===== src/rtl/mrx_pkg.sv =====
package mrx_pkg;

   typedef enum logic [1:0] {
      ST_HUNT = 2'd0,
      ST_DATA = 2'd1,
      ST_DROP = 2'd2
   } mrx_state_e;

   localparam logic [3:0]  PRE_NIB     = 4'h5;
   localparam logic [3:0]  SFD_NIB     = 4'hD;
   localparam int          FCS_BYTES   = 4;
   localparam int          ADDR_BYTES  = 6;
   localparam logic [31:0] POLY_REFL   = 32'hEDB8_8320;
   localparam logic [31:0] CRC_RESIDUE = 32'hDEBB_20E3;

   // advance a reflected CRC-32 register by four data bits, LSB first
   function automatic logic [31:0] crc_nib_step(input logic [31:0] c_in,
                                                input logic [3:0]  nib);
      logic [31:0] c;
      c = c_in;
      for (int b = 0; b < 4; b++) begin
         if (c[0] ^ nib[b]) c = (c >> 1) ^ POLY_REFL;
         else               c = c >> 1;
      end
      return c;
   endfunction

endpackage


===== src/rtl/mrx_nib_deframer.sv =====
module mrx_nib_deframer
   import mrx_pkg::*;
(
   input  logic       clk,
   input  logic       rst_n,
   input  logic       rx_dv,
   input  logic [3:0] rx_nib,
   output logic       sfd_stb,
   output logic       nib_stb,
   output logic [3:0] nib_q,
   output logic       byte_stb,
   output logic [7:0] byte_q,
   output logic       end_stb,
   output logic       end_odd
);

   mrx_state_e state;
   logic       seen_pre;
   logic       phase;
   logic [3:0] lo_nib;

   always_ff @(posedge clk or negedge rst_n) begin
      if (!rst_n) begin
         state    <= ST_HUNT;
         seen_pre <= 1'b0;
         phase    <= 1'b0;
         lo_nib   <= '0;
         sfd_stb  <= 1'b0;
         nib_stb  <= 1'b0;
         nib_q    <= '0;
         byte_stb <= 1'b0;
         byte_q   <= '0;
         end_stb  <= 1'b0;
         end_odd  <= 1'b0;
      end else begin
         sfd_stb  <= 1'b0;
         nib_stb  <= 1'b0;
         byte_stb <= 1'b0;
         end_stb  <= 1'b0;
         unique case (state)
            ST_HUNT: begin
               if (!rx_dv) begin
                  seen_pre <= 1'b0;
               end else if (rx_nib == SFD_NIB && seen_pre) begin
                  state    <= ST_DATA;
                  sfd_stb  <= 1'b1;
                  phase    <= 1'b0;
                  seen_pre <= 1'b0;
               end else if (rx_nib == PRE_NIB) begin
                  seen_pre <= 1'b1;
               end else begin
                  state    <= ST_DROP;
                  seen_pre <= 1'b0;
               end
            end
            ST_DATA: begin
               if (rx_dv) begin
                  nib_stb <= 1'b1;
                  nib_q   <= rx_nib;
                  phase   <= ~phase;
                  if (!phase) begin
                     lo_nib <= rx_nib;
                  end else begin
                     byte_stb <= 1'b1;
                     byte_q   <= {rx_nib, lo_nib};
                  end
               end else begin
                  end_stb <= 1'b1;
                  end_odd <= phase;
                  state   <= ST_HUNT;
               end
            end
            default: begin
               if (!rx_dv) state <= ST_HUNT;
            end
         endcase
      end
   end

endmodule


===== src/rtl/mrx_crc_nib.sv =====
module mrx_crc_nib
   import mrx_pkg::*;
(
   input  logic        clk,
   input  logic        rst_n,
   input  logic        preset,
   input  logic        nib_stb,
   input  logic [3:0]  nib,
   output logic [31:0] crc_q
);

   always_ff @(posedge clk or negedge rst_n) begin
      if (!rst_n)       crc_q <= '1;
      else if (preset)  crc_q <= '1;
      else if (nib_stb) crc_q <= crc_nib_step(crc_q, nib);
   end

endmodule


===== src/rtl/mrx_holdback.sv =====
module mrx_holdback
   import mrx_pkg::*;
#(
   parameter int DEPTH = FCS_BYTES
)(
   input  logic       clk,
   input  logic       rst_n,
   input  logic       restart,
   input  logic       byte_stb,
   input  logic [7:0] byte_in,
   output logic [7:0] out_data,
   output logic       out_valid,
   output logic       out_first
);

   localparam int FW = $clog2(DEPTH + 1);

   logic [7:0]    pipe [DEPTH];
   logic [FW-1:0] fill;
   logic          first_pend;

   always_ff @(posedge clk or negedge rst_n) begin
      if (!rst_n) pipe[0] <= '0;
      else if (byte_stb) pipe[0] <= byte_in;
   end

   for (genvar i = 1; i < DEPTH; i++) begin : g_stage
      always_ff @(posedge clk or negedge rst_n) begin
         if (!rst_n) pipe[i] <= '0;
         else if (byte_stb) pipe[i] <= pipe[i-1];
      end
   end

   always_ff @(posedge clk or negedge rst_n) begin
      if (!rst_n) begin
         fill       <= '0;
         first_pend <= 1'b0;
         out_data   <= '0;
         out_valid  <= 1'b0;
         out_first  <= 1'b0;
      end else begin
         out_valid <= 1'b0;
         out_first <= 1'b0;
         if (restart) begin
            fill       <= '0;
            first_pend <= 1'b1;
         end else if (byte_stb) begin
            if (fill == FW'(DEPTH)) begin
               out_valid  <= 1'b1;
               out_data   <= pipe[DEPTH-1];
               out_first  <= first_pend;
               first_pend <= 1'b0;
            end else begin
               fill <= fill + 1'b1;
            end
         end
      end
   end

endmodule


===== src/rtl/mrx_verdict.sv =====
module mrx_verdict
   import mrx_pkg::*;
#(
   parameter int MIN_BYTES   = 64,
   parameter int LEN_W       = 16,
   parameter int CNT_W       = 16,
   parameter bit ADDR_FILTER = 1'b1
)(
   input  logic             clk,
   input  logic             rst_n,
   input  logic             restart,
   input  logic             byte_stb,
   input  logic [7:0]       byte_in,
   input  logic             end_stb,
   input  logic             end_odd,
   input  logic [31:0]      crc_q,
   input  logic [47:0]      station_addr,
   output logic             frame_done,
   output logic             frame_ok,
   output logic [CNT_W-1:0] crc_err_cnt,
   output logic [CNT_W-1:0] runt_cnt,
   output logic [CNT_W-1:0] align_err_cnt
);

   localparam logic [LEN_W-1:0] LEN_MIN  = LEN_W'(MIN_BYTES);
   localparam logic [LEN_W-1:0] LEN_ADDR = LEN_W'(ADDR_BYTES);

   logic [LEN_W-1:0] len;
   logic [47:0]      dst;
   logic             addr_ok;
   logic             short_frm;
   logic             crc_bad;

   always_ff @(posedge clk or negedge rst_n) begin
      if (!rst_n) begin
         len <= '0;
         dst <= '0;
      end else if (restart) begin
         len <= '0;
      end else if (byte_stb) begin
         if (!(&len)) len <= len + 1'b1;
         if (len < LEN_ADDR) dst <= {dst[39:0], byte_in};
      end
   end

   if (ADDR_FILTER) begin : g_filter
      assign addr_ok = (dst == station_addr) || (&dst);
   end else begin : g_promisc
      assign addr_ok = 1'b1;
   end

   assign short_frm = (len < LEN_MIN);
   assign crc_bad   = (crc_q != CRC_RESIDUE);

   always_ff @(posedge clk or negedge rst_n) begin
      if (!rst_n) begin
         frame_done    <= 1'b0;
         frame_ok      <= 1'b0;
         crc_err_cnt   <= '0;
         runt_cnt      <= '0;
         align_err_cnt <= '0;
      end else begin
         frame_done <= 1'b0;
         frame_ok   <= 1'b0;
         if (end_stb) begin
            frame_done <= 1'b1;
            frame_ok   <= !end_odd && !short_frm && !crc_bad && addr_ok;
            if (end_odd) begin
               if (!(&align_err_cnt)) align_err_cnt <= align_err_cnt + 1'b1;
            end else if (short_frm) begin
               if (!(&runt_cnt)) runt_cnt <= runt_cnt + 1'b1;
            end else if (crc_bad) begin
               if (!(&crc_err_cnt)) crc_err_cnt <= crc_err_cnt + 1'b1;
            end
         end
      end
   end

endmodule


===== src/rtl/mii_rx_fcs_check.sv =====
module mii_rx_fcs_check
   import mrx_pkg::*;
#(
   parameter int MIN_BYTES   = 64,
   parameter int LEN_W       = 16,
   parameter int CNT_W       = 16,
   parameter bit ADDR_FILTER = 1'b1
)(
   input  logic             clk,
   input  logic             rst_n,
   input  logic             rx_dv,
   input  logic [3:0]       rx_nib,
   input  logic [47:0]      station_addr,
   output logic [7:0]       out_data,
   output logic             out_valid,
   output logic             out_first,
   output logic             frame_done,
   output logic             frame_ok,
   output logic [CNT_W-1:0] crc_err_cnt,
   output logic [CNT_W-1:0] runt_cnt,
   output logic [CNT_W-1:0] align_err_cnt
);

   if (MIN_BYTES < FCS_BYTES + 1) begin : g_bad_min
      $error("MIN_BYTES must exceed the check sequence length");
   end
   if (LEN_W < 3 || MIN_BYTES >= (1 << LEN_W)) begin : g_bad_len
      $error("LEN_W too narrow for MIN_BYTES");
   end
   if (CNT_W < 1) begin : g_bad_cnt
      $error("CNT_W must be at least 1");
   end

   logic        sfd_stb;
   logic        nib_stb;
   logic [3:0]  nib_q;
   logic        byte_stb;
   logic [7:0]  byte_q;
   logic        end_stb;
   logic        end_odd;
   logic [31:0] crc_q;

   mrx_nib_deframer u_deframer (
      .clk      (clk),
      .rst_n    (rst_n),
      .rx_dv    (rx_dv),
      .rx_nib   (rx_nib),
      .sfd_stb  (sfd_stb),
      .nib_stb  (nib_stb),
      .nib_q    (nib_q),
      .byte_stb (byte_stb),
      .byte_q   (byte_q),
      .end_stb  (end_stb),
      .end_odd  (end_odd)
   );

   mrx_crc_nib u_crc (
      .clk     (clk),
      .rst_n   (rst_n),
      .preset  (sfd_stb),
      .nib_stb (nib_stb),
      .nib     (nib_q),
      .crc_q   (crc_q)
   );

   mrx_holdback #(.DEPTH(FCS_BYTES)) u_holdback (
      .clk       (clk),
      .rst_n     (rst_n),
      .restart   (sfd_stb),
      .byte_stb  (byte_stb),
      .byte_in   (byte_q),
      .out_data  (out_data),
      .out_valid (out_valid),
      .out_first (out_first)
   );

   mrx_verdict #(
      .MIN_BYTES   (MIN_BYTES),
      .LEN_W       (LEN_W),
      .CNT_W       (CNT_W),
      .ADDR_FILTER (ADDR_FILTER)
   ) u_verdict (
      .clk           (clk),
      .rst_n         (rst_n),
      .restart       (sfd_stb),
      .byte_stb      (byte_stb),
      .byte_in       (byte_q),
      .end_stb       (end_stb),
      .end_odd       (end_odd),
      .crc_q         (crc_q),
      .station_addr  (station_addr),
      .frame_done    (frame_done),
      .frame_ok      (frame_ok),
      .crc_err_cnt   (crc_err_cnt),
      .runt_cnt      (runt_cnt),
      .align_err_cnt (align_err_cnt)
   );

endmodule


===== config.mk =====
export PLATFORM = sky130hd
export DESIGN_NAME = mii_rx_fcs_check
export DESIGN_NICKNAME = d
export VERILOG_FILES = /design/src/rtl/mrx_pkg.sv /design/src/rtl/mrx_nib_deframer.sv /design/src/rtl/mrx_crc_nib.sv /design/src/rtl/mrx_holdback.sv /design/src/rtl/mrx_verdict.sv /design/src/rtl/mii_rx_fcs_check.sv
export SDC_FILE = /design/constraint.sdc
export NUM_CORES = 1
export LEC_CHECK = 0
export CORE_MARGIN = 2
export CORE_UTILIZATION = 35
export DETAILED_ROUTE_END_ITERATION = 10
export DONT_BUFFER_PORTS = 1
export GPL_TIMING_DRIVEN = 0
export PLACE_DENSITY = 0.48
export SLEW_MARGIN = 40
export SYNTH_ARGS = -nofsm -noshare
export SYNTH_HDL_FRONTEND = slang
export SYNTH_SLANG_ARGS = --single-unit
export TNS_END_PERCENT = 5

===== constraint.sdc =====
create_clock -name clk -period 2.63 [get_ports clk]
set_input_delay 0.526 -clock clk [delete_from_list [all_inputs] [get_ports clk]]
set_output_delay 0.526 -clock clk [all_outputs]
set_load 0.05 [all_outputs]

Word-level counts from Yosys, hierarchy flattened
Cells that the tools add are included.
{"block": "word_totals", "wordCells": 147, "in_bits": 55, "out_inout_bits": 60, "reg_bits": 217}
{"block": "op_classes", "eq_ne": 13, "n_lt_le_gt_ge": 2, "n_reduce_logical": 32, "n_bitwise": 16, "muxes": 51, "addsub": 5}
{"operator": "$mux 32", "n": 12}
{"operator": "$add 16x1->16 const B", "n": 4}
{"operator": "$reduce_and 16->1", "n": 4}
{"operator": "$not 13->14", "n": 4}
{"operator": "$eq 48x48->1", "n": 1}
{"operator": "$mux 16", "n": 3}
{"operator": "$reduce_and 48->1", "n": 1}
{"operator": "$ne 32x32->1 const B", "n": 1}
{"operator": "$mux 1", "n": 27}
{"operator": "$reduce_and 3->1", "n": 6}
{"operator": "$lt 16x3->1 const B", "n": 1}
{"operator": "$lt 16x7->1 const B", "n": 1}
{"operator": "$mux 2", "n": 5}
{"operator": "$reduce_and 2->1", "n": 5}
{"operator": "$mux 3", "n": 3}
{"operator": "$ne 2x2->1 const B", "n": 4}
{"operator": "$not 1->1", "n": 8}
{"operator": "$reduce_and 4->1", "n": 2}
{"operator": "$reduce_bool 2->1", "n": 4}
{"operator": "$reduce_and 5->1", "n": 1}
{"operator": "$eq 4x3->1 const B", "n": 1}
{"operator": "$eq 4x4->1 const B", "n": 1}
{"operator": "$logic_and 1x1->1", "n": 4}
{"operator": "$ne 2x1->1 const B", "n": 2}
{"operator": "9 further kinds", "n": 14}

Logic depth before layout (Yosys ltp)
Gate-level depths: netlist of the first run.
{"block": "logic_depth", "depth_word": 16, "depth_mapped": 7, "ltp_nobuf": 6}

By module
From an unflattened synthesis of the first run, not the netlist that was laid out.
{"block": "hier_totals", "cells_unflattened": 830, "area_unflattened_um2": 10242.3}
{"module": "mrx_verdict", "seq_area_each_um2": 2852.7, "instances": 1, "cells_per_inst": 496, "area_each_um2": 5718.0}
{"module": "mrx_holdback", "seq_area_each_um2": 1151.1, "instances": 1, "cells_per_inst": 110, "area_each_um2": 1776.7}
{"module": "mrx_crc_nib", "seq_area_each_um2": 840.8, "instances": 1, "cells_per_inst": 155, "area_each_um2": 1750.4}
{"module": "mrx_nib_deframer", "seq_area_each_um2": 625.6, "instances": 1, "cells_per_inst": 69, "area_each_um2": 997.2}

Worst setup path before layout of the first run
No wires, ideal clock.
{"block": "synth_path", "path_kind": "flip-flop to flip-flop", "from": "reg u_verdict.runt_cnt[0]", "to": "reg u_verdict.runt_cnt[1]", "required_time_ns": 2.505, "arrival_time_ns": 2.220, "period_less_slack_ns": 2.344, "path_slack_ns": 0.286, "stages_incl_launch_ff": 7, "setup_time_ns": 0.125, "path_buffers": 1, "cell_sequence": "dfrtp_1 ha_1 inv_1 or4_4 o21bai_4 buf_6 mux2_2"}
{"block": "synth_via", "elab_chain_cells": 3, "word_cells_on_any_way": 4, "cone_classes": "add/sub (1); bitwise (1); reduce/logical (2)"}
{"element": "start: declaration", "line": "mrx_verdict.sv:21", "text": "output logic [CNT_W-1:0] runt_cnt,"}
{"element": "start signal: assignment", "line": "mrx_verdict.sv:71", "text": "if (!(&runt_cnt)) runt_cnt <= runt_cnt + 1'b1;"}
{"element": "parallel branches: the longest is 3 deep, another holds $add 16x1->16"}
Parallel ways; which one is timed is not known.
A chain may end at the register's enable or synchronous reset.

Worst setup path after layout of the first run
Ends and elaborated chain as after synthesis.

==> impl_metrics.env, run 1 <==
export IMPL_synth_edf_count=0
export IMPL_syn_area_um2=10100
export IMPL_drtIter0Drc=318
export IMPL_die_height_um=174
export IMPL_max_freq_mhz=399
export IMPL_vias=6487
export IMPL_finalPower_mw=7.34
export IMPL_internal_power_mw=5.77
export IMPL_cts_tree="yes"
export IMPL_cap_violations=0
export IMPL_rsz0062_at_grt="no"
export IMPL_violations="hold timing"
export IMPL_worstHoldPathType="in -> async"
export IMPL_cp_max_fo=10
export IMPL_finClkSkew_ps=10.5
export IMPL_cp_start_kind="flip-flop"
export IMPL_status="finished with violations"
export IMPL_syn2layout_area_growth_pct=13.6
export IMPL_p_seq_share_pct=46.9
export IMPL_required_ps=3040
export IMPL_antenna_left=0
export IMPL_p_per_area_nw_per_um2=638
export IMPL_drv_slew=0
export IMPL_ir_drop_mv=0.386
export IMPL_wire_per_inst_um=18.3
export IMPL_design_area_um2=11500
export IMPL_drc=0
export IMPL_fill_cells=2746
export IMPL_crit_buf_inv=2
export IMPL_crit_arrival_ps=2910
export IMPL_power_switching_mw=1.57
export IMPL_antenna_found_initial=0
export IMPL_synth_cells=849
export IMPL_vias_per_cell=5.07
export IMPL_path_clk_slew_ps=60
export IMPL_gp_congestion=0.772
export IMPL_dr_pass1_iters=4
export IMPL_hold_violations=185
export IMPL_io_buffers=0
export IMPL_row_count=62
export IMPL_endpoint_kind="flip-flop"
export IMPL_initial_core_util_pct=35.4
export IMPL_utilization_pct=40.2
export IMPL_grt_first_pass_wirelength_mm=38.3
export IMPL_synth_seq_area_share_pct=54.0
export IMPL_p_sw_share_pct=21.4
export IMPL_setup_violations=0
export IMPL_grt_max_degree=218
export IMPL_cts_buffers=26
export IMPL_ys_warnings_count=0
export IMPL_wl_mm=23.4
export IMPL_synth_seq_cells=217
export IMPL_ctsRootBufferMaster="clkbuf_16"
export IMPL_syn_nets=910
export IMPL_fin_setup_tns_ps=0
export IMPL_postCtsSetupBuffers=0
export IMPL_async_reset_ff_share_pct=100
export IMPL_dieWidth_um=174
export IMPL_cpPeakStageDelay_ps=700
export IMPL_combPwrFrac_pct=3.0
export IMPL_layout_drive_gt1_share_pct=23.4
export IMPL_ctsLongestPathBuffers=3
export IMPL_fin_crit_sh_pct=95.2
export IMPL_synth_cell_types=57
export IMPL_cts_max_level=1
export IMPL_fin_crit_ps=2500
export IMPL_placed_cell_area_um2=10600
export IMPL_crit_family="flip-flops"
export IMPL_dpl_hpwl_mm=16.2
export IMPL_first_global_vias=6620
export IMPL_p_clk_share_pct=50.1
export IMPL_syn_area_per_cell_um2=11.9
export IMPL_slew_headroom_pct=55.2
export IMPL_worstMarginPinSlew_ps=672
export IMPL_diodes=0
export IMPL_holdWs_ps=-300
export IMPL_core_region_area_um2=28600
export IMPL_path_cells="ha_1 -> inv_1 -> or4_4 -> o21bai_4 -> buf_6 -> mux2_2"
export IMPL_final_nets=938
export IMPL_power_leakage_nw=5.51
export IMPL_grt_overflow_total=0
export IMPL_critPathKind="reg -> reg"
export IMPL_dominantRegCellSynth="dfrtp_1"
export IMPL_globalRouteTotalUtil_pct=15.6
export IMPL_fp_dieArea_um2=30300
export IMPL_clock_latency_ps=530
export IMPL_ios=115
export IMPL_slowest_stage="dfrtp_1"
export IMPL_clock_sinks=217
-- final timing paths --
kind | depth (start not counted) | start | slack (ps) | endpoint
max in group asynchronous | 0 | rst_n | 2390 | u_verdict.frame_done
setup / recovery | 6 | u_verdict.runt_cnt[0] | 130 | u_verdict.runt_cnt[1]
hold / removal | 0 | rst_n | -300 | u_verdict.crc_err_cnt[11]
setup reg to reg | 6 | u_verdict.runt_cnt[0] | 130 | u_verdict.runt_cnt[1]
hold reg to reg | 2 | u_holdback.pipe[6] | 470 | u_holdback.out_data[6]
min in group clk | 1 | rx_dv | 110 | u_deframer.end_stb
-- worst register-to-register path, stage by stage (launching register included) --
cell and delay, ps:
dfrtp_1 700, ha_1 300, inv_1 100, or4_4 590, o21bai_4 200, buf_6 170
mux2_2 330
-- cell usage in the layout, fill, tap and decap left out, types with 13 or more instances in the layout --
cell       count
nor2_1        44
clkbuf_1      16
nor3_1        19
xnor2_1       37
a21oi_1       22
nor2b_1       21
dfrtp_1      185
nor4_1        21
nand2_1       67
o21ai_0       13
nand3_1       24
xor2_1        90
mux2_2        95
clkbuf_16     26
nand4_1       29
a211o_1       21
dfstp_2       32
-- cells by family (layout without fill, tap and decap cells) --
family	after synthesis	after routing	synth area share, %
muxes	97	97	10.8
xor gates and xnor gates	136	136	12.5
and+or+nand+nor	280	280	14.9
AOI/OAI and AO/OA	76	76	5.24
DFF	217	217	54.0
adders and majority gates	6	6	0.741
buffers and inverters	37	84	1.75
-- power groups by stage --
stage          Clock [mW]  Combinational (mW)  Sequential (mW)
2_1_floorplan           0               0.194             3.49
3_3_place_gp            0               0.223             3.50
3_5_place_dp            0               0.225             3.50
4_1_cts              3.80               0.227             3.44
5_1_grt              3.95               0.248             3.45
6_report             3.68               0.223             3.44
-- cells in the mapped netlist, types with 3 or more instances --
| library cell | count | area, um^2 |
|---|---|---|
| nand2_1 | 67 | 251 |
| nor4bb_1 | 3 | 30.0 |
| nor2_1 | 44 | 165 |
| buf_6 | 4 | 45.0 |
| xor2_1 | 90 | 788 |
| inv_1 | 9 | 33.8 |
| and3_1 | 9 | 56.3 |
| ha_1 | 6 | 75.1 |
| xnor2_1 | 37 | 324 |
| or2_2 | 8 | 50.1 |
| mux2_2 | 95 | 1070 |
| o21ai_0 | 13 | 65.1 |
| nor4_1 | 21 | 131 |
| a211o_1 | 21 | 184 |
| xnor2_2 | 8 | 130 |
| nand4b_1 | 4 | 35.0 |
| nand4_1 | 29 | 181 |
| buf_1 | 4 | 15.0 |
| clkbuf_1 | 14 | 52.6 |
| or3_1 | 5 | 31.3 |
| dfstp_2 | 32 | 841 |
| nand3_1 | 24 | 120 |
| nor4b_1 | 3 | 26.3 |
| and4_1 | 7 | 61.3 |
| dfrtp_1 | 185 | 4630 |
| a21oi_1 | 22 | 110 |
| nor2b_1 | 21 | 131 |
| buf_2 | 3 | 15.0 |
| nor3b_1 | 7 | 52.6 |
| nor3_1 | 19 | 95.1 |
| nor4_2 | 3 | 37.5 |
-- sequential cells by signal (all words and copies together) (netlist names), 2 cells and up --
register	count
u_deframer.lo_nib	4
u_holdback.fill	3
u_deframer.state	2
u_crc.crc_q	32
u_verdict.runt_cnt	16
u_deframer.nib_q	4
u_holdback.out_data	8
u_verdict.dst	48
u_verdict.crc_err_cnt	16
u_holdback.pipe	32
u_verdict.len	16
u_deframer.byte_q	8
u_verdict.align_err_cnt	16
-- final cells by class --
type                            count  area, um^2  share of cell area [%]
Buffer                             27         140                    1.22
Clock buffer                       33         727                    6.32
Clock inverter                     14         159                    1.38
Inverter                           10        37.5                   0.326
Multi-Input combinational cell    595        4500                    39.1
Sequential cell                   217        5470                    47.5
Tap cell                          384         480                    4.17
-- metrics by stage --
step	cells	worst slack [ps]
finish	1280	126
global route	1280	48.1
CTS	1280	48.9
detailed placement	1233	66.9
global placement	1233	74.6
floorplan	849	286
-- metal layers --
metal | GRT usage, % | up-vias | wire, um
met3 | 3.06 | 30 | 1060
met4 | 3.26 | 0 | 368
li1 | - | 3062 | -
met2 | 25.1 | 120 | 11000
met5 | 0 | - | 0
met1 | 21.8 | 3275 | 11000
-- what timing repair did --
| item | CTS | global route |
|---|---|---|
| gates resized for setup | 0 | 2 |
| hold endpoints to repair | 217 | 217 |
| setup endpoints to repair | 0 | 10 |
No activity file was read; power rests on OpenSTA's default activity.
==> run 2, diff against run 1 <==
- RECOVER_POWER: unset -> 100
- TNS_END_PERCENT: 5 -> unset
==> impl_metrics.env, run 2 (synthesized netlist as in run 1, its figures left out) <==
export IMPL_drc=0
export IMPL_critPathKind="reg -> reg"
export IMPL_final_common_cell="dfrtp_1"
export IMPL_p_seq_share_pct=46.9
export IMPL_row_count=62
export IMPL_violations="hold timing"
export IMPL_fin_crit_sh_pct=95.2
export IMPL_path_clk_slew_ps=60
export IMPL_holdWs_ps=-299
export IMPL_drtIter0Drc=317
export IMPL_wire_per_inst_um=18.3
export IMPL_diodes=0
export IMPL_cts_tree="yes"
export IMPL_grt_max_degree=218
export IMPL_p_per_area_nw_per_um2=640
export IMPL_setup_slack_ps=125
export IMPL_status="finished with violations"
export IMPL_grt_first_pass_wirelength_mm=38.3
export IMPL_vias=6491
export IMPL_wl_mm=23.5
export IMPL_dpl_hpwl_mm=16.2
export IMPL_combPwrFrac_pct=2.9
export IMPL_finClkSkew_ps=9.38
export IMPL_cap_violations=0
export IMPL_cp_start_kind="flip-flop"
export IMPL_power_switching_mw=1.57
export IMPL_p_clk_share_pct=50.1
export IMPL_p_sw_share_pct=21.4
export IMPL_power_leakage_nw=5.49
export IMPL_internal_power_mw=5.76
export IMPL_setup_violations=0
export IMPL_cts_max_level=1
export IMPL_gp_congestion=0.772
export IMPL_slew_headroom_pct=35.8
export IMPL_core_region_area_um2=28600
export IMPL_clock_latency_ps=520
export IMPL_endpoint_kind="flip-flop"
export IMPL_dieWidth_um=174
export IMPL_ios=115
export IMPL_placedCellCount=1233
export IMPL_initial_core_util_pct=35.4
export IMPL_worstMarginPinSlew_ps=956
export IMPL_antenna_found_initial=0
export IMPL_globalRouteTotalUtil_pct=15.6
export IMPL_syn2layout_area_growth_pct=13.0
export IMPL_cp_max_fo=10
export IMPL_clock_sinks=217
export IMPL_drv_slew=0
export IMPL_largest_register_ffs=48
export IMPL_fp_dieArea_um2=30300
export IMPL_grt_overflow_total=0
export IMPL_ir_drop_mv=0.384
export IMPL_hold_violations=185
export IMPL_top_regs="u_verdict.dst (48), u_crc.crc_q (32), u_holdback.pipe (32)"
export IMPL_dr_pass1_iters=4
export IMPL_crit_arrival_ps=2910
export IMPL_worstHoldPathType="in -> async"
export IMPL_vias_per_cell=5.07
export IMPL_ctsRootBufferMaster="clkbuf_16"
export IMPL_fin_crit_ps=2500
export IMPL_fill_cells=2755
export IMPL_final_cell_mix="dfrtp_1 (185), mux2_2 (95), xor2_1 (90), nand2_1 (67), nor2_1 (45)"
export IMPL_ctsLongestPathBuffers=3
export IMPL_top_register="u_verdict.dst"
export IMPL_rsz0062_at_grt="no"
export IMPL_post_place_ws_ps=66.9
export IMPL_cts_buffers=26
export IMPL_antenna_left=0
export IMPL_fin_setup_tns_ps=0
export IMPL_max_freq_mhz=399
export IMPL_die_height_um=174
export IMPL_required_ps=3040
export IMPL_fin_cells=1280
export IMPL_final_nets=938
export IMPL_first_global_vias=6620
export IMPL_layout_drive_gt1_share_pct=22.4
export IMPL_io_buffers=0
run 2: changes by cell type in the layout (fill, tap and decap cells not counted), sizes merged:
cell and change:
clkbuf +6, buf -6
run 2: what timing repair did:
item,CTS,global route
setup buffers,0,0
setup endpoints to repair,0,10
hold endpoints to repair,217,217
resized for setup,0,2
run 2: final timing paths:
path,startpoint,endpoint,slack [ps],depth (start not counted)
worst max-delay path,u_verdict.runt_cnt[1],u_verdict.runt_cnt[1],130,6
worst min-delay path,rst_n,u_verdict.crc_err_cnt[11],-300,0
worst max register to register,u_verdict.runt_cnt[1],u_verdict.runt_cnt[1],130,6
worst min register to register,u_holdback.pipe[6],u_holdback.out_data[6],470,2
max in group asynchronous,rst_n,u_verdict.frame_done,2370,0
min in group clk,rx_dv,u_deframer.end_stb,110,1
run 2: metal layers:
| metal | track usage, % | part of all wire [%] | wire length, um | vias to the layer above |
|---|---|---|---|---|
| met5 | 0 | 0 | 0 | - |
| li1 | - | - | - | 3065 |
| met2 | 25.1 | 47 | 11000 | 118 |
| met4 | 3.26 | 1.6 | 370 | 0 |
| met3 | 3.06 | 4.3 | 1020 | 28 |
| met1 | 21.8 | 47 | 11000 | 3280 |
run 2: per-stage QoR:
step	area [um^2]	total power, mW	utilization [%]
2_1_floorplan	10100	3.68	-
3_3_place_gp	10600	3.72	37.1
3_5_place_dp	10600	3.72	37.1
4_1_cts	11500	7.47	40.2
5_1_grt	11500	7.63	40.0
6_report	11500	7.33	40.0
run 2: critical path, stage by stage, from the launching register on:
cell and delay, ps:
dfrtp_1 690, ha_1 310, inv_1 100, or4_4 590
o21bai_4 200, buf_6 170, mux2_2 330
run 2: cell type report:
type | count | area (um^2) | share of cell area [%]
flip-flops and latches | 217 | 5470 | 47.8
multi-input cells | 595 | 4450 | 38.8
clock buffers | 33 | 727 | 6.35
well taps | 384 | 480 | 4.20
clock inverters | 14 | 159 | 1.39
plain buffers | 27 | 131 | 1.15
inverters | 10 | 37.5 | 0.328
run 2: power by group through the flow:
stage | logic (mW) | registers (mW) | clock network (mW)
2_1_floorplan | 0.194 | 3.49 | 0
3_3_place_gp | 0.223 | 3.50 | 0
3_5_place_dp | 0.225 | 3.50 | 0
4_1_cts | 0.227 | 3.44 | 3.80
5_1_grt | 0.240 | 3.44 | 3.95
6_report | 0.214 | 3.44 | 3.68
